===== src/rtl/victim_line_buffer.sv =====
module victim_line_buffer #(
  parameter int N  = 4,
  parameter int AW = 10,
  parameter int DW = 32
) (
  input  logic          clk,
  input  logic          rst_n,
  input  logic          lk_valid,
  input  logic [AW-1:0] lk_addr,
  input  logic          lk_vic_valid,
  input  logic [AW-1:0] lk_vic_addr,
  input  logic [DW-1:0] lk_vic_data,
  input  logic          lk_vic_dirty,
  input  logic          ins_valid,
  input  logic [AW-1:0] ins_addr,
  input  logic [DW-1:0] ins_data,
  input  logic          ins_dirty,
  output logic          rsp_valid,
  output logic          rsp_hit,
  output logic [DW-1:0] rsp_data,
  output logic          rsp_dirty,
  output logic          mem_req_valid,
  output logic [AW-1:0] mem_req_addr
);
  localparam int IW = (N > 1) ? $clog2(N) : 1;

  logic [N-1:0]  vld, dty, match;
  logic [AW-1:0] tag  [N];
  logic [DW-1:0] dat  [N];
  logic [IW-1:0] rank [N];

  logic          hit, free_any;
  logic [IW-1:0] hit_idx, free_idx, old_idx, ins_idx, wr_idx;

  for (genvar g = 0; g < N; g++) begin : g_cmp
    assign match[g] = vld[g] && (tag[g] == lk_addr);
  end

  always_comb begin
    hit_idx  = '0;
    free_idx = '0;
    old_idx  = '0;
    free_any = 1'b0;
    for (int i = N - 1; i >= 0; i--) begin
      if (match[i]) hit_idx = IW'(i);
      if (!vld[i]) begin
        free_idx = IW'(i);
        free_any = 1'b1;
      end
      if (rank[i] == '0) old_idx = IW'(i);
    end
  end

  assign hit     = |match;
  assign ins_idx = free_any ? free_idx : old_idx;

  wire do_ins  = ins_valid && !lk_valid;
  wire do_swap = lk_valid && hit && lk_vic_valid;
  wire do_kill = lk_valid && hit && !lk_vic_valid;
  wire do_wr   = do_ins || do_swap;

  assign wr_idx = do_swap ? hit_idx : ins_idx;

  wire [AW-1:0] wr_addr  = do_swap ? lk_vic_addr  : ins_addr;
  wire [DW-1:0] wr_data  = do_swap ? lk_vic_data  : ins_data;
  wire          wr_dirty = do_swap ? lk_vic_dirty : ins_dirty;

  always_ff @(posedge clk) begin
    if (!rst_n) begin
      vld <= '0;
      dty <= '0;
      for (int i = 0; i < N; i++) begin
        tag[i]  <= '0;
        dat[i]  <= '0;
        rank[i] <= IW'(i);
      end
    end else begin
      if (do_kill) vld[hit_idx] <= 1'b0;
      if (do_wr) begin
        vld[wr_idx] <= 1'b1;
        dty[wr_idx] <= wr_dirty;
        tag[wr_idx] <= wr_addr;
        dat[wr_idx] <= wr_data;
        for (int i = 0; i < N; i++) begin
          if (IW'(i) == wr_idx)          rank[i] <= IW'(N - 1);
          else if (rank[i] > rank[wr_idx]) rank[i] <= rank[i] - 1'b1;
        end
      end
    end
  end

  always_ff @(posedge clk) begin
    if (!rst_n) begin
      rsp_valid     <= 1'b0;
      rsp_hit       <= 1'b0;
      rsp_data      <= '0;
      rsp_dirty     <= 1'b0;
      mem_req_valid <= 1'b0;
      mem_req_addr  <= '0;
    end else begin
      rsp_valid     <= lk_valid;
      rsp_hit       <= lk_valid && hit;
      rsp_data      <= dat[hit_idx];
      rsp_dirty     <= dty[hit_idx];
      mem_req_valid <= lk_valid && !hit;
      mem_req_addr  <= lk_addr;
    end
  end
endmodule



===== config.mk =====
export PLATFORM = sky130hd
export DESIGN_NAME = victim_line_buffer
export DESIGN_NICKNAME = d
export VERILOG_FILES = /design/src/rtl/victim_line_buffer.sv
export SDC_FILE = /design/constraint.sdc
export NUM_CORES = 1
export LEC_CHECK = 0
export BUFFER_PORTS_ARGS = -buffer_cell sky130_fd_sc_hd__buf_2
export CORE_MARGIN = 3
export CORE_UTILIZATION = 43
export CTS_CLUSTER_SIZE = 28
export DETAILED_ROUTE_END_ITERATION = 8
export GPL_TIMING_DRIVEN = 0
export SYNTH_ARGS = -nofsm -noshare
export SYNTH_HDL_FRONTEND = slang
export SYNTH_SLANG_ARGS = --single-unit
export TNS_END_PERCENT = 100

===== constraint.sdc =====
create_clock -name clk -period 7.8 [get_ports clk]
set_input_delay 1.56 -clock clk [delete_from_list [all_inputs] [get_ports clk]]
set_output_delay 1.56 -clock clk [all_outputs]
set_load 0.005 [all_outputs]

==> metrics.txt, run 1 <==
Min-Delay Path Depth 1; required time of the critical path between 7 and 8 ns; total of hold buffers inserted after clock tree synthesis 0; critical path capture point type flop; synthesized cell area 10400 µm²; Resized Gates After CTS 0; post-CTS setup buffer count 0; class of the most critical setup path in -> reg; kind of start point of the critical path primary input; final setup violation count 0; first-pass GRT wire length 42.1 mm; clock tree from TritonCTS yes; Fmax 205 MHz; least setup slack across all paths after layout 2.91 ns; worst ir drop on vdd ~130 µV; average cell area after synthesis 11.9 µm²; Mapped Cells between 800 and 900; vias in the first global route between 7k and 8k; Fin Hold WS roughly 0.46 ns; library cell with the largest summed area after synthesis sky130_fd_sc_hd__edfxtp_1; layout-stage area growth over the synthesis result 19.7%; clock insertion delay at the later pin of the skew report around 0.54 ns; normalized max-slew margin 27.6%; width of the die 161 µm; Tightest Pin Transition 1.08 ns; Critical Path Fanout Max 6; port buffer count between 100 and 150; Initial DRC Count 590; DP Worst Slack around 2.4 ns; total of warnings raised by yosys 0; count of flip-flops with a built-in enable after synthesis approximately 180; ys async rst share 0%; Min Clock Period, post-route 4.89 ns; count of antenna-violating nets left after detailed routing 0; R2R depth 12; count of unique library cells instantiated by Yosys 59; power density relative to cell area around 220 nW/µm²; clock sinks 230; antenna diode instance count 0; Layout Skew ~0.021 ns; number of failing hold endpoints at the final stage 0; vertical die dimension 161 µm; Tcrit/Tclk final a little over three fifths; maximum cell stage delay along the critical path between 0.5 and 0.6 ns; library cell contributing the largest single delay on the critical path sky130_fd_sc_hd__or4_4; Max Slew Vio Count 0; Core ar. roughly 24000 µm²; run status completed; commonest non-fill, non-tap cell in the layout sky130_fd_sc_hd__edfxtp_1; worst reg2reg path startpoint tag[2][7]$_SDFFCE_PN0P_; final design utilization between 50% and 60%; synthesis-stage register bit count 230; half-perimeter wire length of the detailed placement result between 15 and 20 mm; largest net degree at the start of global routing 33; remaining design rule violation count 0; Filler Cell Count roughly 2.1k; FF-to-FF setup slack roughly 3.7 ns; post-CTS clock slew at the launch and capture registers of the worst setup and hold paths about 0.06 ns; cell types with the largest area share after synthesis sky130_fd_sc_hd__edfxtp_1 (51%), sky130_fd_sc_hd__dfxtp_1 (10%), sky130_fd_sc_hd__nor2_1 (6.2%); final routed wirelength across all metal layers 27.7 mm; H-tree levels 1; vias per std cell between 5 and 6; initial core utilization 43.9%; Worst Min Path Start dty[0]$_SDFFE_PN0P_; die area approximately 26000 µm²; kind of cell with the highest combined delay on the critical path simple AND/OR/NAND/NOR gates; IO Pins 147; dominant synthesized flop cell sky130_fd_sc_hd__edfxtp_1; leakage power total just under 5 nW; Post-Syn Nets slightly below 1k; gp weighted congestion approximately 0.88; FF-to-FF End rank[0][1]$_SDFFCE_PN0P_; sum of overflow across all layers after global routing 0; arrival time of the worst setup path approximately 5 ns; CTS buffer count 26; commonest cells after routing, fill and taps aside sky130_fd_sc_hd__edfxtp_1 (176), sky130_fd_sc_hd__nor2_1 (170), sky130_fd_sc_hd__buf_2 (158); maximum buffer depth of the clock tree 3; share of synthesized area occupied by flip-flops and latches 61.4%; setup repair after global routing missed its margin false; combined global-route utilization of all metal layers between 20% and 30%; initial antenna violation count 0; clock tree root driver cell sky130_fd_sc_hd__clkbuf_16; net count reported at finish between 1k and 1.5k; share of layout cells above drive strength 1 around 24%; worst path buffer plus inverter count 2; capture endpoint of the worst hold path dty[0]$_SDFFE_PN0P_; Rows between 50 and 60; portion of synthesized cell area occupied by the leading cell type between 50% and 60%; detail-routed net length per standard cell between 20 and 25 µm; cells along the critical path buf_2, xnor2_1, nand4_1, or4_4, and3_1, buf_6, nor2_2, mux2i_1, a21oi_1, ha_1, or2_2, maj3_2, o31ai_1; length of the first detailed-routing pass in iterations 7; total chip power between 2 and 3 mW; hold crit path type reg -> reg; via count 7332; max cap viols 0
## cells in the mapped netlist, types with 5 or more instances
cell,instances
sky130_fd_sc_hd__dfxtp_1,54
sky130_fd_sc_hd__mux2_2,25
sky130_fd_sc_hd__buf_2,22
sky130_fd_sc_hd__nand2_1,11
sky130_fd_sc_hd__nand4_1,14
sky130_fd_sc_hd__a21oi_1,12
sky130_fd_sc_hd__edfxtp_1,176
sky130_fd_sc_hd__and2_1,12
sky130_fd_sc_hd__o21ai_0,6
sky130_fd_sc_hd__o21a_1,33
sky130_fd_sc_hd__clkbuf_1,29
sky130_fd_sc_hd__a22o_1,33
sky130_fd_sc_hd__nand3_1,35
sky130_fd_sc_hd__inv_1,39
sky130_fd_sc_hd__or3_1,6
sky130_fd_sc_hd__mux2i_1,52
sky130_fd_sc_hd__xnor2_1,36
sky130_fd_sc_hd__o31ai_1,5
sky130_fd_sc_hd__nor2_1,170
sky130_fd_sc_hd__ha_1,8
sky130_fd_sc_hd__nor3_1,26
## how the worst max path moves through the flow
stage                    start                        to  cells past startpoint
floorplan           lk_addr[3]  rank[1][0]$_SDFFCE_PN1P_                      9
finish              lk_addr[7]  rank[0][1]$_SDFFCE_PN0P_                     13
global route        lk_addr[3]       tag[3][1]$_DFFE_PP_                     12
CTS                 lk_addr[3]       tag[3][3]$_DFFE_PP_                     12
detailed placement  lk_addr[3]       tag[3][3]$_DFFE_PP_                     12
global placement    lk_addr[3]  rank[1][1]$_SDFFCE_PN0P_                      9
## kinds of logic after synthesis
| logic type | synth area share (%) |
|---|---|
| flops | 61.4 |
| fa+ha+maj | 1.07 |
| mux | 7.73 |
| compound gates | 9.05 |
| buf+inv | 4.07 |
| xor+xnor | 3.67 |
| simple gates | 13.0 |
## report_power, final
| part | leakage [nW] | switching, mW | internal (mW) |
|---|---|---|---|
| registers | 2.23 | 0.0205 | 1.38 |
| logic | 2.22 | 0.155 | 0.100 |
| clock network | 0.395 | 0.493 | 0.634 |
| total | 4.84 | 0.669 | 2.12 |
## flip-flops by register name (all words and copies together), names as in the netlist
signal         cells
rsp_valid          1
rsp_dirty          1
rsp_hit            1
rank               8
dat              128
vld                4
mem_req_addr      10
mem_req_valid      1
dty                4
rsp_data          32
tag               40
## cell type report
type                       instances  area [µm²]  area share (%)
inverter                          39         146            1.18
buffer                            57         275            2.22
timing repair buffer             142         831            6.69
sequential                       230        6370            51.3
multi-input combinational        547        3610            29.1
clock buffer                      32         693            5.58
tap                              319         399            3.21
clock inverter                    16        98.8           0.796
## worst register-to-register path, stage by stage, from the launching register on
cell	delay (ns)
sky130_fd_sc_hd__edfxtp_1	0.38
sky130_fd_sc_hd__xnor2_1	0.29
sky130_fd_sc_hd__nand4_1	0.13
sky130_fd_sc_hd__or4_4	0.56
sky130_fd_sc_hd__and3_1	0.19
sky130_fd_sc_hd__buf_6	0.13
sky130_fd_sc_hd__nor2_2	0.25
sky130_fd_sc_hd__mux2i_1	0.13
sky130_fd_sc_hd__a21oi_1	0.40
sky130_fd_sc_hd__ha_1	0.31
sky130_fd_sc_hd__or2_2	0.28
sky130_fd_sc_hd__maj3_2	0.34
sky130_fd_sc_hd__o31ai_1	0.35
## routing by layer
metal	global-route usage [%]	wire, µm	vias up
met3	3.05	2180	50
met1	30.7	12100	3495
met2	33.5	12800	304
li1	-	-	3483
met5	0	0	-
met4	6.34	655	0
## stage by stage
| stage | area, µm² | cells | TNS, ns |
|---|---|---|---|
| 3_3_place_gp | 11400 | 1328 | -97.66 |
| 3_5_place_dp | 11600 | 1334 | 0 |
| 4_1_cts | 12400 | 1382 | 0 |
| 2_1_floorplan | 10400 | 873 | 0 |
| 5_1_grt | 12400 | 1382 | 0 |
| 6_report | 12400 | 1382 | 0 |
Power figures use the tool's default switching activity.
==> inputs of run 2 (changes only) <==
==> constraint.sdc (replaced) <==
create_clock -name clk -period 5 [get_ports clk]
set_input_delay 1 -clock clk [delete_from_list [all_inputs] [get_ports clk]]
set_output_delay 1 -clock clk [all_outputs]
set_load 0.005 [all_outputs]
==> metrics.txt, run 2 (synthesized netlist as in run 1, its figures left out) <==
run status completed (unchanged); via count 7359 (was 7332); remaining design rule violation count 0 (unchanged); half-perimeter wire length of the detailed placement result 18.9 mm (about the same); sum of overflow across all layers after global routing 0 (unchanged); required time of the critical path 5.18 ns (was 7.99 ns); CTS buffer count 25 (was 26); R2R depth 13 (was 12); Core ar. 23600 µm² (unchanged); critical path capture point type flop (unchanged); Critical Path Fanout Max 6 (unchanged); final setup TNS 0 ns (unchanged); maximum buffer depth of the clock tree 3 (unchanged); FF-to-FF setup slack 0.92 ns (was 3.72 ns); first-pass GRT wire length 41.8 mm (was 42.1 mm); H-tree levels 1 (unchanged); largest net degree at the start of global routing 31 (was 33); post-CTS setup buffer count 0 (unchanged); Min Clock Period, post-route approximately 4.3 ns; Fmax roughly 230 MHz; net count reported at finish 1149 (was 1152); setup repair after global routing missed its margin false (unchanged); class of the most critical setup path in -> reg (unchanged); total of hold buffers inserted after clock tree synthesis 0 (unchanged); Min-Delay Path Depth 2 (was 1); Rows 56 (unchanged); leakage power total 4.87 nW (was 4.84 nW); clock sinks 230 (unchanged); combined global-route utilization of all metal layers 21.2% (about the same); Layout Skew 0.00787 ns (was 0.0212 ns); kind of start point of the critical path primary input (unchanged); Initial DRC Count 653 (was 590); arrival time of the worst setup path 4.48 ns (was 5.07 ns); normalized max-slew margin 32.3% (was 27.6%); commonest non-fill, non-tap cell in the layout sky130_fd_sc_hd__edfxtp_1 (unchanged); total chip power 4.66 mW (was 2.79 mW); IO Pins 147 (unchanged); final design utilization 52.9% (was 52.6%); gp weighted congestion 0.917 (was 0.878); count of antenna-violating nets left after detailed routing 0 (unchanged); max cap viols 0 (unchanged); worst ir drop on vdd 202 µV (was 135 µV); port buffer count 136 (unchanged); share of layout cells above drive strength 1 23.9% (was 24.3%); Resized Gates After CTS 0 (unchanged); vertical die dimension 161 µm (unchanged); post-placement cell count 1332 (was 1334); vias in the first global route 7044 (was 7225); initial antenna violation count 1 (was 0); antenna diode instance count 0 (unchanged); register with the highest flop count dat (unchanged); final routed wirelength across all metal layers 27.8 mm (was 27.7 mm); hold crit path type reg -> reg (unchanged); Max Slew Vio Count 0 (unchanged); post-layout instance area 12500 µm² (was 12400 µm²); width of the die 161 µm (unchanged); post-CTS clock slew at the launch and capture registers of the worst setup and hold paths 0.06 ns (about the same); power density relative to cell area 373 nW/µm² (was 224 nW/µm²); die area 26000 µm² (unchanged); length of the first detailed-routing pass in iterations 5 (was 7); number of failing hold endpoints at the final stage 0 (unchanged); layout-stage area growth over the synthesis result 20.4% (was 19.7%); Tcrit/Tclk final around 86%; fin cells 1377 (was 1382); detail-routed net length per standard cell 20.2 µm (was 20.1 µm); vias per std cell 5.34 (was 5.31); final setup violation count 0 (unchanged); registers with the most flip-flops dat x128, tag x40, rsp_data x32 (unchanged); Tightest Pin Transition 1.01 ns (was 1.08 ns); placed standard-cell area 11600 µm² (about the same); initial core utilization 43.9% (unchanged); clock insertion delay at the later pin of the skew report 0.51 ns (was 0.54 ns); number of flip-flops under the largest register name 128 (unchanged); clock tree from TritonCTS yes (unchanged); clock tree root driver cell sky130_fd_sc_hd__clkbuf_16 (unchanged); commonest cells after routing, fill and taps aside sky130_fd_sc_hd__edfxtp_1 (176), sky130_fd_sc_hd__nor2_1 (170), sky130_fd_sc_hd__buf_2 (158) (unchanged)
[run 2: critical path, stage by stage]
cell and delay (ns):
sky130_fd_sc_hd__buf_6 0.11, sky130_fd_sc_hd__xnor2_1 0.27, sky130_fd_sc_hd__nand4_1 0.19, sky130_fd_sc_hd__or4_1 0.53
sky130_fd_sc_hd__and3_1 0.19, sky130_fd_sc_hd__buf_6 0.13, sky130_fd_sc_hd__nor2_2 0.25, sky130_fd_sc_hd__mux2i_1 0.13
sky130_fd_sc_hd__a21oi_1 0.43, sky130_fd_sc_hd__ha_1 0.32, sky130_fd_sc_hd__or2_2 0.29, sky130_fd_sc_hd__maj3_2 0.33
sky130_fd_sc_hd__o31ai_1 0.33
[run 2: cell type report]
| class | count | area [µm²] |
|---|---|---|
| multi-input combinational | 547 | 3610 |
| inverter | 39 | 146 |
| sequential | 230 | 6370 |
| tap | 319 | 399 |
| clock buffer | 33 | 696 |
| fill | 2099 | 11100 |
| clock inverter | 12 | 236 |
| buffer | 57 | 275 |
| timing repair buffer | 140 | 761 |
[run 2: path summary, 6_finish.rpt]
check | startpoint | end
worst max-delay path | lk_addr[0] | rank[0][0]$_SDFFCE_PN0P_
worst min-delay path | dty[1]$_SDFFE_PN0P_ | dty[1]$_SDFFE_PN0P_
worst max register to register | rank[1][1]$_SDFFCE_PN0P_ | rank[0][0]$_SDFFCE_PN0P_
worst min register to register | dty[1]$_SDFFE_PN0P_ | dty[1]$_SDFFE_PN0P_
[run 2: stage by stage]
step                      hold WS [ns]  setup WS (ns)
after CTS                        0.475          0.701
after floorplan                  0.429          0.593
after detailed placement         0.466          0.178
final                            0.477          0.692
after global routing             0.510          0.461
after global placement           0.456         -0.774
[run 2: routing by layer]
| metal | global-route usage [%] | wire, µm |
|---|---|---|
| met5 | 0 | 13 |
| met1 | 29.4 | 12000 |
| met3 | 2.87 | 1880 |
| met4 | 6.45 | 814 |
| met2 | 34.9 | 13100 |
[run 2: power by group]
part / switching (mW) / leakage (nW) / total (mW) / internal (mW)
registers: 0.0320 / 2.23 / 2.19 / 2.16
clock network: 0.742 / 0.454 / 2.08 / 1.33
logic: 0.241 / 2.18 / 0.391 / 0.150
